[src/rtl/codec_status_pkg.sv]
// Shared types for the codec status byte logic.
// Assumes: the status byte layout below is decoded by the host register path.
package codec_status_pkg;

    typedef logic [1:0] band_t;

    localparam band_t BAND_LOW   = 2'b00;
    localparam band_t BAND_NEAR  = 2'b01;
    localparam band_t BAND_OVER  = 2'b10;
    localparam band_t BAND_CLIP  = 2'b11;

    typedef struct packed {
        logic  cap_ovr;
        logic  pb_und;
        logic  cal_act;
        logic  req_act;
        band_t band_r;
        band_t band_l;
    } status_t;

endpackage

[src/rtl/csr_level_grader.sv]
// Grades one capture channel into four level bands at each sample strobe.
// Assumes: sample is two's complement of CAP_W bits; thresholds are ascending.
module csr_level_grader
    import codec_status_pkg::*;
#(
    parameter int CAP_W = 18,
    parameter int TH_LO = 29205,
    parameter int TH_FS = 32768,
    parameter int TH_HI = 36766
) (
    input  logic             clk,
    input  logic             rst_n,
    input  logic             smp_stb,
    input  logic [CAP_W-1:0] sample,
    output band_t            band
);

    localparam logic [CAP_W-1:0] LIM_LO = CAP_W'(TH_LO);
    localparam logic [CAP_W-1:0] LIM_FS = CAP_W'(TH_FS);
    localparam logic [CAP_W-1:0] LIM_HI = CAP_W'(TH_HI);

    logic [CAP_W-1:0] mag;
    band_t            band_next;

    // Absolute value of the sample; the most negative code maps to its own magnitude.
    always_comb begin
        mag = sample[CAP_W-1] ? (~sample + 1'b1) : sample;
    end

    // Map the magnitude to a band code.
    always_comb begin
        if (mag < LIM_LO)       band_next = BAND_LOW;
        else if (mag < LIM_FS)  band_next = BAND_NEAR;
        else if (mag <= LIM_HI) band_next = BAND_OVER;
        else                    band_next = BAND_CLIP;
    end

    // Register the band once per sample period.
    always_ff @(posedge clk) begin
        if (!rst_n)       band <= BAND_LOW;
        else if (smp_stb) band <= band_next;
    end

    p_band_clip_r3: assert property (@(posedge clk) disable iff (!rst_n)
        (smp_stb && mag > LIM_HI) |=> (band == BAND_CLIP));

    p_band_quiet_r10: assert property (@(posedge clk) disable iff (!rst_n)
        !smp_stb |=> $stable(band));

endmodule

[src/rtl/csr_cal_hold.sv]
// Calibration-active indication with a hold window after mode-change exit.
// Assumes: mce is synchronous to clk; HOLD_SMP is at least 1.
module csr_cal_hold #(
    parameter int HOLD_SMP = 128
) (
    input  logic clk,
    input  logic rst_n,
    input  logic smp_stb,
    input  logic cal_busy,
    input  logic mce,
    output logic cal_act
);

    localparam int CNT_W = $clog2(HOLD_SMP + 1);
    localparam logic [CNT_W-1:0] CNT_FULL = CNT_W'(HOLD_SMP);

    logic             mce_q;
    logic             mce_fall;
    logic             cal_q;
    logic [CNT_W-1:0] hold_cnt;

    // Remember mode-change enable and the calibration input from the last clock.
    always_ff @(posedge clk) begin
        if (!rst_n) begin
            mce_q <= 1'b0;
            cal_q <= 1'b0;
        end else begin
            mce_q <= mce;
            cal_q <= cal_busy;
        end
    end

    assign mce_fall = mce_q && !mce;

    // Load the window on a fall, otherwise count strobes down to zero.
    always_ff @(posedge clk) begin
        if (!rst_n)                         hold_cnt <= '0;
        else if (mce_fall)                  hold_cnt <= CNT_FULL;
        else if (smp_stb && hold_cnt != 0)  hold_cnt <= hold_cnt - 1'b1;
    end

    assign cal_act = cal_q || (hold_cnt != '0);

    p_hold_load_r5: assert property (@(posedge clk) disable iff (!rst_n)
        mce_fall |=> (hold_cnt == CNT_FULL));

    p_hold_step_r5: assert property (@(posedge clk) disable iff (!rst_n)
        (!mce_fall && !smp_stb) |=> $stable(hold_cnt));

endmodule

[src/rtl/csr_xfer_track.sv]
// Playback underrun and capture overrun tracking in single-buffer and FIFO modes.
// Also drives the DAC word and holds the saturated capture words.
// Assumes: host_pb_wr / host_cap_rd are one-cycle pulses; FIFO flags are current.
module csr_xfer_track #(
    parameter int CAP_W = 18,
    parameter int DAC_W = 16
) (
    input  logic             clk,
    input  logic             rst_n,
    input  logic             smp_stb,
    input  logic             fifo_mode,
    input  logic             zero_sel,
    input  logic             host_pb_wr,
    input  logic [DAC_W-1:0] pb_wr_data,
    input  logic             pb_fifo_empty,
    input  logic [DAC_W-1:0] pb_fifo_data,
    input  logic             host_cap_rd,
    input  logic             cap_fifo_full,
    input  logic [CAP_W-1:0] cap_l,
    input  logic [CAP_W-1:0] cap_r,
    output logic             pb_und,
    output logic             cap_ovr,
    output logic [DAC_W-1:0] dac_out,
    output logic [DAC_W-1:0] cap_buf_l,
    output logic [DAC_W-1:0] cap_buf_r
);

    localparam logic [DAC_W-1:0] MIDSCALE = '0;
    localparam logic signed [CAP_W-1:0] SAT_HI = CAP_W'((2 ** (DAC_W - 1)) - 1);
    localparam logic signed [CAP_W-1:0] SAT_LO = CAP_W'(-(2 ** (DAC_W - 1)));

    logic             pb_got;
    logic [DAC_W-1:0] pb_buf;
    logic             cap_full;
    logic [DAC_W-1:0] clip_l;
    logic [DAC_W-1:0] clip_r;

    // Saturate a wide signed sample into the DAC_W signed range.
    function automatic logic [DAC_W-1:0] sat_word(input logic [CAP_W-1:0] raw);
        logic signed [CAP_W-1:0] s;
        s = $signed(raw);
        if (s > SAT_HI)      return SAT_HI[DAC_W-1:0];
        else if (s < SAT_LO) return SAT_LO[DAC_W-1:0];
        else                 return raw[DAC_W-1:0];
    endfunction

    assign clip_l = sat_word(cap_l);
    assign clip_r = sat_word(cap_r);

    // Single-buffer playback holding register, emptied at every strobe.
    always_ff @(posedge clk) begin
        if (!rst_n) begin
            pb_got <= 1'b0;
            pb_buf <= '0;
        end else if (smp_stb) begin
            pb_got <= 1'b0;
        end else if (host_pb_wr) begin
            pb_got <= 1'b1;
            pb_buf <= pb_wr_data;
        end
    end

    // Playback decision and DAC word, once per sample period.
    always_ff @(posedge clk) begin
        if (!rst_n) begin
            pb_und  <= 1'b0;
            dac_out <= '0;
        end else if (smp_stb) begin
            if (fifo_mode) begin
                if (pb_fifo_empty) begin
                    pb_und <= 1'b1;
                    if (zero_sel) dac_out <= '0;
                end else begin
                    pb_und  <= 1'b0;
                    dac_out <= pb_fifo_data;
                end
            end else if (pb_got || host_pb_wr) begin
                pb_und  <= 1'b0;
                dac_out <= host_pb_wr ? pb_wr_data : pb_buf;
            end else begin
                pb_und  <= 1'b1;
                dac_out <= MIDSCALE;
            end
        end
    end

    // Capture acceptance, overrun decision and unread tracking.
    always_ff @(posedge clk) begin
        if (!rst_n) begin
            cap_ovr   <= 1'b0;
            cap_full  <= 1'b0;
            cap_buf_l <= '0;
            cap_buf_r <= '0;
        end else if (smp_stb) begin
            if (fifo_mode) begin
                cap_ovr   <= cap_fifo_full;
                cap_full  <= 1'b0;
                cap_buf_l <= clip_l;
                cap_buf_r <= clip_r;
            end else if (cap_full && !host_cap_rd) begin
                cap_ovr <= 1'b1;
            end else begin
                cap_ovr   <= 1'b0;
                cap_full  <= 1'b1;
                cap_buf_l <= clip_l;
                cap_buf_r <= clip_r;
            end
        end else if (host_cap_rd) begin
            cap_full <= 1'b0;
        end
    end

    p_midscale_r6: assert property (@(posedge clk) disable iff (!rst_n)
        (smp_stb && !fifo_mode && !pb_got && !host_pb_wr) |=> (pb_und && dac_out == MIDSCALE));

    p_drop_new_r7: assert property (@(posedge clk) disable iff (!rst_n)
        (smp_stb && !fifo_mode && cap_full && !host_cap_rd)
        |=> (cap_ovr && $stable(cap_buf_l) && $stable(cap_buf_r)));

    p_hold_last_r8: assert property (@(posedge clk) disable iff (!rst_n)
        (smp_stb && fifo_mode && pb_fifo_empty && !zero_sel) |=> (pb_und && $stable(dac_out)));

    p_fifo_full_r9: assert property (@(posedge clk) disable iff (!rst_n)
        (smp_stb && fifo_mode && cap_fifo_full) |=> cap_ovr);

    p_flags_quiet_r10: assert property (@(posedge clk) disable iff (!rst_n)
        !smp_stb |=> ($stable(pb_und) && $stable(cap_ovr) && $stable(dac_out)));

endmodule

[src/rtl/codec_status_unit.sv]
// Top of the codec status byte logic: level grading, request and calibration
// indication, transfer error flags and the summary bit.
// Assumes: all inputs synchronous to clk; smp_stb is a one-cycle pulse.
module codec_status_unit
    import codec_status_pkg::*;
#(
    parameter int CAP_W    = 18,
    parameter int DAC_W    = 16,
    parameter int HOLD_SMP = 128,
    parameter int TH_LO    = 29205,
    parameter int TH_FS    = 32768,
    parameter int TH_HI    = 36766
) (
    input  logic             clk,
    input  logic             rst_n,
    input  logic             smp_stb,
    input  logic             fifo_mode,
    input  logic [CAP_W-1:0] cap_left,
    input  logic [CAP_W-1:0] cap_right,
    input  logic             pb_req,
    input  logic             cap_req,
    input  logic             cal_busy,
    input  logic             mce,
    input  logic             host_pb_wr,
    input  logic [DAC_W-1:0] pb_wr_data,
    input  logic             host_cap_rd,
    input  logic             pb_fifo_empty,
    input  logic [DAC_W-1:0] pb_fifo_data,
    input  logic             cap_fifo_full,
    input  logic             zero_sel,
    output logic [7:0]       status_byte,
    output logic             sour,
    output logic [DAC_W-1:0] dac_out,
    output logic [DAC_W-1:0] cap_buf_left,
    output logic [DAC_W-1:0] cap_buf_right
);

    localparam int N_CH = 2;

    logic [CAP_W-1:0] cap_ch  [N_CH];
    band_t            band_ch [N_CH];
    logic             req_q;
    logic             cal_act;
    logic             pb_und;
    logic             cap_ovr;
    status_t          stat;

    assign cap_ch[0] = cap_left;
    assign cap_ch[1] = cap_right;

    // One level grader per capture channel.
    for (genvar ch = 0; ch < N_CH; ch++) begin : g_grade
        csr_level_grader #(
            .CAP_W (CAP_W),
            .TH_LO (TH_LO),
            .TH_FS (TH_FS),
            .TH_HI (TH_HI)
        ) u_grade (
            .clk     (clk),
            .rst_n   (rst_n),
            .smp_stb (smp_stb),
            .sample  (cap_ch[ch]),
            .band    (band_ch[ch])
        );
    end

    // Register the combined request pin state every clock.
    always_ff @(posedge clk) begin
        if (!rst_n) req_q <= 1'b0;
        else        req_q <= pb_req || cap_req;
    end

    csr_cal_hold #(
        .HOLD_SMP (HOLD_SMP)
    ) u_cal (
        .clk      (clk),
        .rst_n    (rst_n),
        .smp_stb  (smp_stb),
        .cal_busy (cal_busy),
        .mce      (mce),
        .cal_act  (cal_act)
    );

    csr_xfer_track #(
        .CAP_W (CAP_W),
        .DAC_W (DAC_W)
    ) u_xfer (
        .clk           (clk),
        .rst_n         (rst_n),
        .smp_stb       (smp_stb),
        .fifo_mode     (fifo_mode),
        .zero_sel      (zero_sel),
        .host_pb_wr    (host_pb_wr),
        .pb_wr_data    (pb_wr_data),
        .pb_fifo_empty (pb_fifo_empty),
        .pb_fifo_data  (pb_fifo_data),
        .host_cap_rd   (host_cap_rd),
        .cap_fifo_full (cap_fifo_full),
        .cap_l         (cap_left),
        .cap_r         (cap_right),
        .pb_und        (pb_und),
        .cap_ovr       (cap_ovr),
        .dac_out       (dac_out),
        .cap_buf_l     (cap_buf_left),
        .cap_buf_r     (cap_buf_right)
    );

    // Pack the status fields in their decoded bit order.
    always_comb begin
        stat.cap_ovr = cap_ovr;
        stat.pb_und  = pb_und;
        stat.cal_act = cal_act;
        stat.req_act = req_q;
        stat.band_r  = band_ch[1];
        stat.band_l  = band_ch[0];
    end

    assign status_byte = stat;
    assign sour        = cap_ovr || pb_und;

    p_req_follow_r4: assert property (@(posedge clk) disable iff (!rst_n)
        (pb_req || cap_req) |=> status_byte[4]);

    p_sour_quiet_r10: assert property (@(posedge clk) disable iff (!rst_n)
        !smp_stb |=> $stable(sour));

endmodule

[config.mk]
export PLATFORM = sky130hd
export DESIGN_NAME = codec_status_unit
export DESIGN_NICKNAME = d
export VERILOG_FILES = /design/src/rtl/codec_status_pkg.sv /design/src/rtl/csr_level_grader.sv /design/src/rtl/csr_cal_hold.sv /design/src/rtl/csr_xfer_track.sv /design/src/rtl/codec_status_unit.sv
export SDC_FILE = /design/constraint.sdc
export NUM_CORES = 1
export LEC_CHECK = 0
export BUFFER_PORTS_ARGS = -buffer_cell sky130_fd_sc_hd__buf_2
export CAP_MARGIN = 20
export CORE_UTILIZATION = 48
export DETAILED_ROUTE_END_ITERATION = 10
export PLACE_DENSITY = 0.87
export SLEW_MARGIN = 20
export SYNTH_ARGS = -nofsm -noshare
export SYNTH_HDL_FRONTEND = slang
export SYNTH_SLANG_ARGS = --single-unit
[constraint.sdc]
create_clock -name clk -period 2.7 [get_ports clk]
set_input_delay 0 -clock clk [delete_from_list [all_inputs] [get_ports clk]]
set_output_delay 0 -clock clk [all_outputs]
set_load 0.05 [all_outputs]
==> impl_metrics.py, run 1 <==
metrics = {
    "setup_path": {
        "path_buf_inv": 2,
        "path_cells": "buf_2 > inv_1 > ha_1 > or3b_2 > or4_1 > o21ai_1 > xnor2_1 > or4b_2 > a211o_1 > o21ai_2",
        "cp_data_required_time_ps": 3000,
        "path_class": "in -> reg",
        "critPathArrivalTime_ps": 2700,
        "end_kind": "flip-flop",
        "critPathMaxFanout": 4,
        "cp_slowest_cell": "or4b_2",
        "slowest_delay_ps": 610,
        "critPathTopFamily": "simple AND/OR/NAND/NOR gates",
        "cp-start-kind": "primary input",
    },
    "timing": {
        "slew_viol_final": 0,
        "final.period_utilization": 0.888,
        "max_clock_freq_mhz": 417,
        "fin_tns_setup_ps": 0,
        "slew_headroom": 0.398,
        "clock-skew-final_ps": 7.20,
        "final.min_clock_period_ps": 2400,
        "worst_slack_ps": 301,
        "tightestPinTransition_ps": 903,
        "setup_violations": 0,
        "hold_viol": 0,
        "worst_hold_slack_ps": 16.5,
        "rsz0062_at_grt": "no",
    },
    "routing": {
        "wl_met2_mm": 7.26,
        "via_per_inst": 5.88,
        "met3_length_um": 850,
        "drt-total-wl_mm": 14.5,
        "drtAntennaViolNets": 0,
        "top_layer": "met4",
        "dr.pass1.iters": 5,
        "drc": 0,
        "wl_met1_mm": 5.87,
        "routed-via-count": 5311,
        "drtIter0Drc": 421,
        "post_drt_wl_per_cell_um": 16.1,
    },
    "floorplan": {
        "io_pins": 138,
        "die_width_um": 104,
        "die_area_um2": 10800,
        "die_h_um": 104,
        "initial_utilization": 0.503,
        "core_area_um2": 9910,
        "num_rows": 36,
    },
    "synthesis": {
        "synth_seq_cells": 83,
        "netlist_area_um2": 4980,
        "yosys_warnings": 0,
        "syn_inst": 626,
        "synth_edf_count": 0,
        "avgSynthCellArea_um2": 7.96,
        "seq_area_frac_synth": 0.333,
        "synth_cell_type_count": 69,
        "synth_ff_type": "dfxtp_1",
        "syn_nets": 713,
        "async_reset_ff_frac": 0,
    },
    "global_route": {
        "grt_start_max_net_pins": 47,
        "grtUsageTotal": 0.274,
        "grt_pass1_vias": 5169,
        "grt_overflow": 0,
        "antenna_found_initial": 0,
        "grt_pass1_wl_mm": 24.3,
    },
    "clock_tree": {
        "cts_max_level": 3,
        "cts_sinks": 83,
        "tritoncts": "yes",
        "cts-buffers-inserted": 9,
        "clockBufferDepth": 2,
        "cts_root_buf": "clkbuf_8",
        "cts_hold_buf": 29,
        "clock_latency_ps": 360,
        "cts_setup_buffers": 0,
        "ctsResizeCount": 0,
        "clkSlewWorstSetupHoldPaths_ps": 90,
    },
    "cells_and_area": {
        "drive_gt1_frac": 0.248,
        "layout.cells.most_common": "buf_2",
        "final_cell_mix": "137 x buf_2, 100 x nand2_1, 83 x dfxtp_1",
        "num-nets-final": 852,
        "areaGrowthSynthToFinish_pct": 24.4,
        "final_cells": 903,
        "n_fill_cell": 860,
        "n_antenna_cell": 0,
        "design_area_um2": 6200,
    },
    "placement": {
        "dp.cells": 858,
        "post-dp-hpwl_mm": 10.1,
        "io_buffers": 137,
        "placed_cell_area_um2": 5700,
        "dp_worst_setup_slack_ps": -11.6,
        "routabilityCongestion": 0.960,
    },
    "min_path": {
        "hold_class": "in -> reg",
    },
    "power_and_ir_drop": {
        "peakVddDrop_mv": 0.409,
        "power.density_nw_per_um2": 565,
        "power_leakage_nw": 2.69,
    },
    "flow_run": {
        "maxCapViolCount": 0,
    },
    "status": {
        "status": "complete, no violations",
    },
}
==> report_power, final <==
| group | internal, W | switching [W] |
|---|---|---|
| sequential | 0.00135 | 0.0000896 |
| combinational | 0.000407 | 0.000723 |
| clock | 0.000441 | 0.000489 |
| total | 0.00220 | 0.00130 |
==> per-stage QoR <==
step,power [W],util
after global routing,0.00369,0.625
after detailed placement,0.00254,0.576
after CTS,0.00351,0.625
final,0.00350,0.625
after floorplan,0.00227,-
after global placement,0.00249,0.576
==> per-layer routing <==
layer / global-route usage / up-vias
met5: 0 / -
li1: - / 2518
met1: 0.320 / 2476
met3: 0.0476 / 64
met4: 0.145 / 0
met2: 0.477 / 253
==> tightest hold or removal path, delay by kind of cell <==
family                 cells  cell delay, ps
buffers and inverters      1             120
AOI/OAI and AO/OA          2             210
==> synth_stat cells (3+ instances only) <==
cell / count / area [um2]
nand2_1: 100 / 375
dfxtp_1: 83 / 1660
a21boi_0: 48 / 360
o21ai_0: 48 / 240
clkbuf_1: 37 / 139
nor2_1: 34 / 128
a21oi_1: 23 / 115
mux2i_1: 21 / 210
o211ai_1: 18 / 135
o211a_1: 16 / 160
inv_1: 12 / 45.0
xnor2_1: 12 / 105
nand2b_1: 11 / 68.8
nor2b_1: 10 / 62.6
nand3_1: 9 / 45.0
nor3_1: 9 / 45.0
nor4_1: 9 / 56.3
or3_1: 9 / 56.3
a31oi_1: 7 / 43.8
ha_1: 6 / 75.1
o31ai_1: 6 / 45.0
xor2_1: 6 / 52.6
and3_1: 5 / 31.3
buf_2: 5 / 25.0
or2_2: 5 / 31.3
a211o_1: 4 / 35.0
a211oi_1: 4 / 30.0
and2_1: 4 / 25.0
buf_4: 4 / 30.0
nand3b_1: 4 / 30.0
o21ai_1: 4 / 20.0
a22oi_1: 3 / 22.5
buf_6: 3 / 33.8
nor3b_1: 3 / 22.5
o21a_1: 3 / 22.5
or4_1: 3 / 22.5
or4_4: 3 / 33.8
==> kinds of logic after synthesis <==
group | after synthesis | share of synthesized area
buffers and inverters | 65 | 0.0580
DFF | 83 | 0.333
and+or+nand+nor | 229 | 0.231
muxes | 22 | 0.0444
xor gates and xnor gates | 18 | 0.0316
adders and majority gates | 6 | 0.0151
AOI/OAI and AO/OA | 203 | 0.286
==> final cells by class <==
cell class,count,area [um2],share of cell area
inverter,13,48.8,0.00787
clock inverter,6,72.6,0.0117
multi-input combinational,478,3040,0.490
sequential,83,1660,0.268
timing repair buffer,180,1080,0.174
clock buffer,10,128,0.0206
tap,133,166,0.0269
==> final timing paths <==
check / start / endpoint / slack [ps] / cells past startpoint
setup / recovery: cap_left[0] / g_grade[0].u_grade.band[0] / 300 / 10
hold / removal: cap_right[0] / u_xfer.cap_buf_r[0] / 20 / 3
setup reg to reg: u_cal.hold_cnt[0] / u_cal.hold_cnt[5] / 770 / 8
hold reg to reg: u_xfer.cap_buf_l[11] / u_xfer.cap_buf_l[11] / 460 / 2
==> registers in the layout, summed over array words and instances (netlist names) <==
name                  flops
u_cal.hold_cnt            8
u_xfer.cap_ovr            1
g_grade.u_grade.band      4
u_xfer.cap_buf_l         16
u_cal.mce_q               1
req_q                     1
u_xfer.cap_buf_r         16
u_xfer.pb_got             1
u_xfer.dac_out           16
u_xfer.cap_full           1
u_xfer.pb_und             1
u_xfer.pb_buf            16
u_cal.cal_q               1
No activity file was read; power rests on OpenSTA's default activity.
==> run 2, diff against run 1 <==
BUFFER_PORTS_ARGS = -buffer_cell sky130_fd_sc_hd__clkbuf_2   (was -buffer_cell sky130_fd_sc_hd__buf_2)
CELL_PAD_IN_SITES_DETAIL_PLACEMENT = 0   (was default)
CELL_PAD_IN_SITES_GLOBAL_PLACEMENT = 2   (was default)
CORE_UTILIZATION = 27   (was 48)
==> impl_metrics.py, run 2 (synthesis gave the netlist of run 1 again) <==
metrics = {
    "status": {
        "status": "complete, no violations",
    },
    "power_and_ir_drop": {
        "netSwitchingPower_w": 0.00133,
        "power.density_nw_per_um2": 592,
        "power_leakage_nw": 2.74,
        "peakVddDrop_mv": 0.466,
        "pwr-share-clk": 0.332,
        "switching_share": 0.349,
        "pwr-share-comb": 0.291,
        "p_int_w": 0.00248,
        "p_seq_frac": 0.377,
    },
    "placement": {
        "dp.cells": 966,
        "io_buffers": 137,
        "post-dp-hpwl_mm": 10.6,
        "placed_cell_area_um2": 5910,
        "routabilityCongestion": 0.861,
    },
    "floorplan": {
        "initial_utilization": 0.276,
        "die_h_um": 138,
        "num_rows": 49,
        "io_pins": 138,
        "die_width_um": 138,
        "core_area_um2": 18000,
        "die_area_um2": 19000,
    },
    "routing": {
        "via_per_inst": 4.94,
        "drt-total-wl_mm": 14.5,
        "routed-via-count": 4959,
        "drtAntennaViolNets": 0,
        "drtIter0Drc": 274,
        "post_drt_wl_per_cell_um": 14.5,
        "drc": 0,
        "dr.pass1.iters": 6,
    },
    "global_route": {
        "grtUsageTotal": 0.153,
        "antenna_found_initial": 0,
        "grt_start_max_net_pins": 33,
        "grt_overflow": 0,
        "grt_pass1_wl_mm": 22.8,
        "grt_pass1_vias": 4511,
    },
    "timing": {
        "clock-skew-final_ps": 8.00,
        "final.min_clock_period_ps": 2310,
        "worst_hold_slack_ps": 12.3,
        "max_clock_freq_mhz": 434,
        "rsz0062_at_grt": "no",
        "slew_headroom": 0.362,
        "hold_viol": 0,
        "tightestPinTransition_ps": 958,
        "setup_violations": 0,
        "final.period_utilization": 0.854,
        "fin_tns_setup_ps": 0,
        "slew_viol_final": 0,
    },
    "clock_tree": {
        "clockBufferDepth": 2,
        "cts_setup_buffers": 0,
        "tritoncts": "yes",
        "cts_sinks": 83,
        "cts-buffers-inserted": 9,
        "clkSlewWorstSetupHoldPaths_ps": 70,
        "clock_latency_ps": 350,
        "cts_max_level": 3,
        "cts_root_buf": "clkbuf_16",
    },
    "cells_and_area": {
        "layout.cells.most_common": "clkbuf_2",
        "design_area_um2": 6430,
        "n_fill_cell": 1927,
        "final_cell_mix": "137 x clkbuf_2, 100 x nand2_1, 83 x dfxtp_1",
        "areaGrowthSynthToFinish_pct": 29.0,
        "drive_gt1_frac": 0.264,
        "num-nets-final": 856,
        "n_antenna_cell": 0,
        "fin_util": 0.357,
        "final_cells": 1003,
    },
    "setup_path": {
        "path_class": "in -> reg",
        "critPathArrivalTime_ps": 2590,
        "cp_data_required_time_ps": 2980,
        "slowest_delay_ps": 600,
        "end_kind": "flip-flop",
        "cp-start-kind": "primary input",
        "critPathMaxFanout": 2,
        "cp_slowest_cell": "or4b_2",
        "path_cells": "clkbuf_2 > inv_1 > ha_1 > or3b_2 > or4_1 > o21ai_1 > xnor2_1 > or4b_2 > a211o_1 > o21ai_2",
    },
    "flow_run": {
        "maxCapViolCount": 0,
    },
    "min_path": {
        "hold_class": "in -> reg",
    },
}
## run 2: per-stage QoR
| stage | power, W | setup slack [ps] |
|---|---|---|
| detailed placement | 0.00255 | 27.5 |
| floorplan | 0.00227 | 65.5 |
| CTS | 0.00387 | 393 |
| global route | 0.00405 | 280 |
| finish | 0.00381 | 393 |
| global placement | 0.00255 | 67.4 |
## run 2: worst paths after layout
kind,start,end,slack [ps],cells after the start
worst max-delay path,cap_left[0],g_grade[0].u_grade.band[0],390,10
worst min-delay path,pb_fifo_data[5],u_xfer.dac_out[5],10,4
worst max register to register,u_xfer.cap_full,u_xfer.cap_buf_l[8],790,5
worst min register to register,u_xfer.pb_buf[1],u_xfer.pb_buf[1],460,2
## run 2: final cells by class
class / count / area [um2] / share of cell area
timing repair buffer: 184 / 1090 / 0.170
clock buffer: 9 / 225 / 0.0350
tap: 229 / 287 / 0.0446
multi-input combinational: 478 / 3040 / 0.473
clock inverter: 7 / 73.8 / 0.0115
inverter: 13 / 48.8 / 0.00759
sequential: 83 / 1660 / 0.259
## run 2: critical path: cells and delay by family
family | cells | cell delay (ps)
simple gates | 3 | 1590
compound gates | 3 | 490
xor+xnor | 1 | 150
buf+inv | 2 | 160
fa+ha+maj | 1 | 180
## run 2: per-layer routing
layer	vias up	routed length, um	global-route usage
met5	-	0	0
met2	133	6460	0.243
met4	0	265	0.0598
met3	19	853	0.0281
met1	2284	6960	0.205
li1	2523	-	-
## run 2: power by group through the flow
stage / logic (W) / registers (W) / clock network, W
2_1_floorplan: 0.000646 / 0.00162 / 0
3_3_place_gp: 0.00109 / 0.00146 / 0
3_5_place_dp: 0.00109 / 0.00146 / 0
4_1_cts: 0.00112 / 0.00143 / 0.00132
5_1_grt: 0.00124 / 0.00145 / 0.00136
6_report: 0.00111 / 0.00143 / 0.00126
## run 2: repair_timing
item / in CTS / in global routing
endpoints found under the hold margin: 21 / 0
gates resized for setup: 0 / 0
hold buffers: 21 / 0
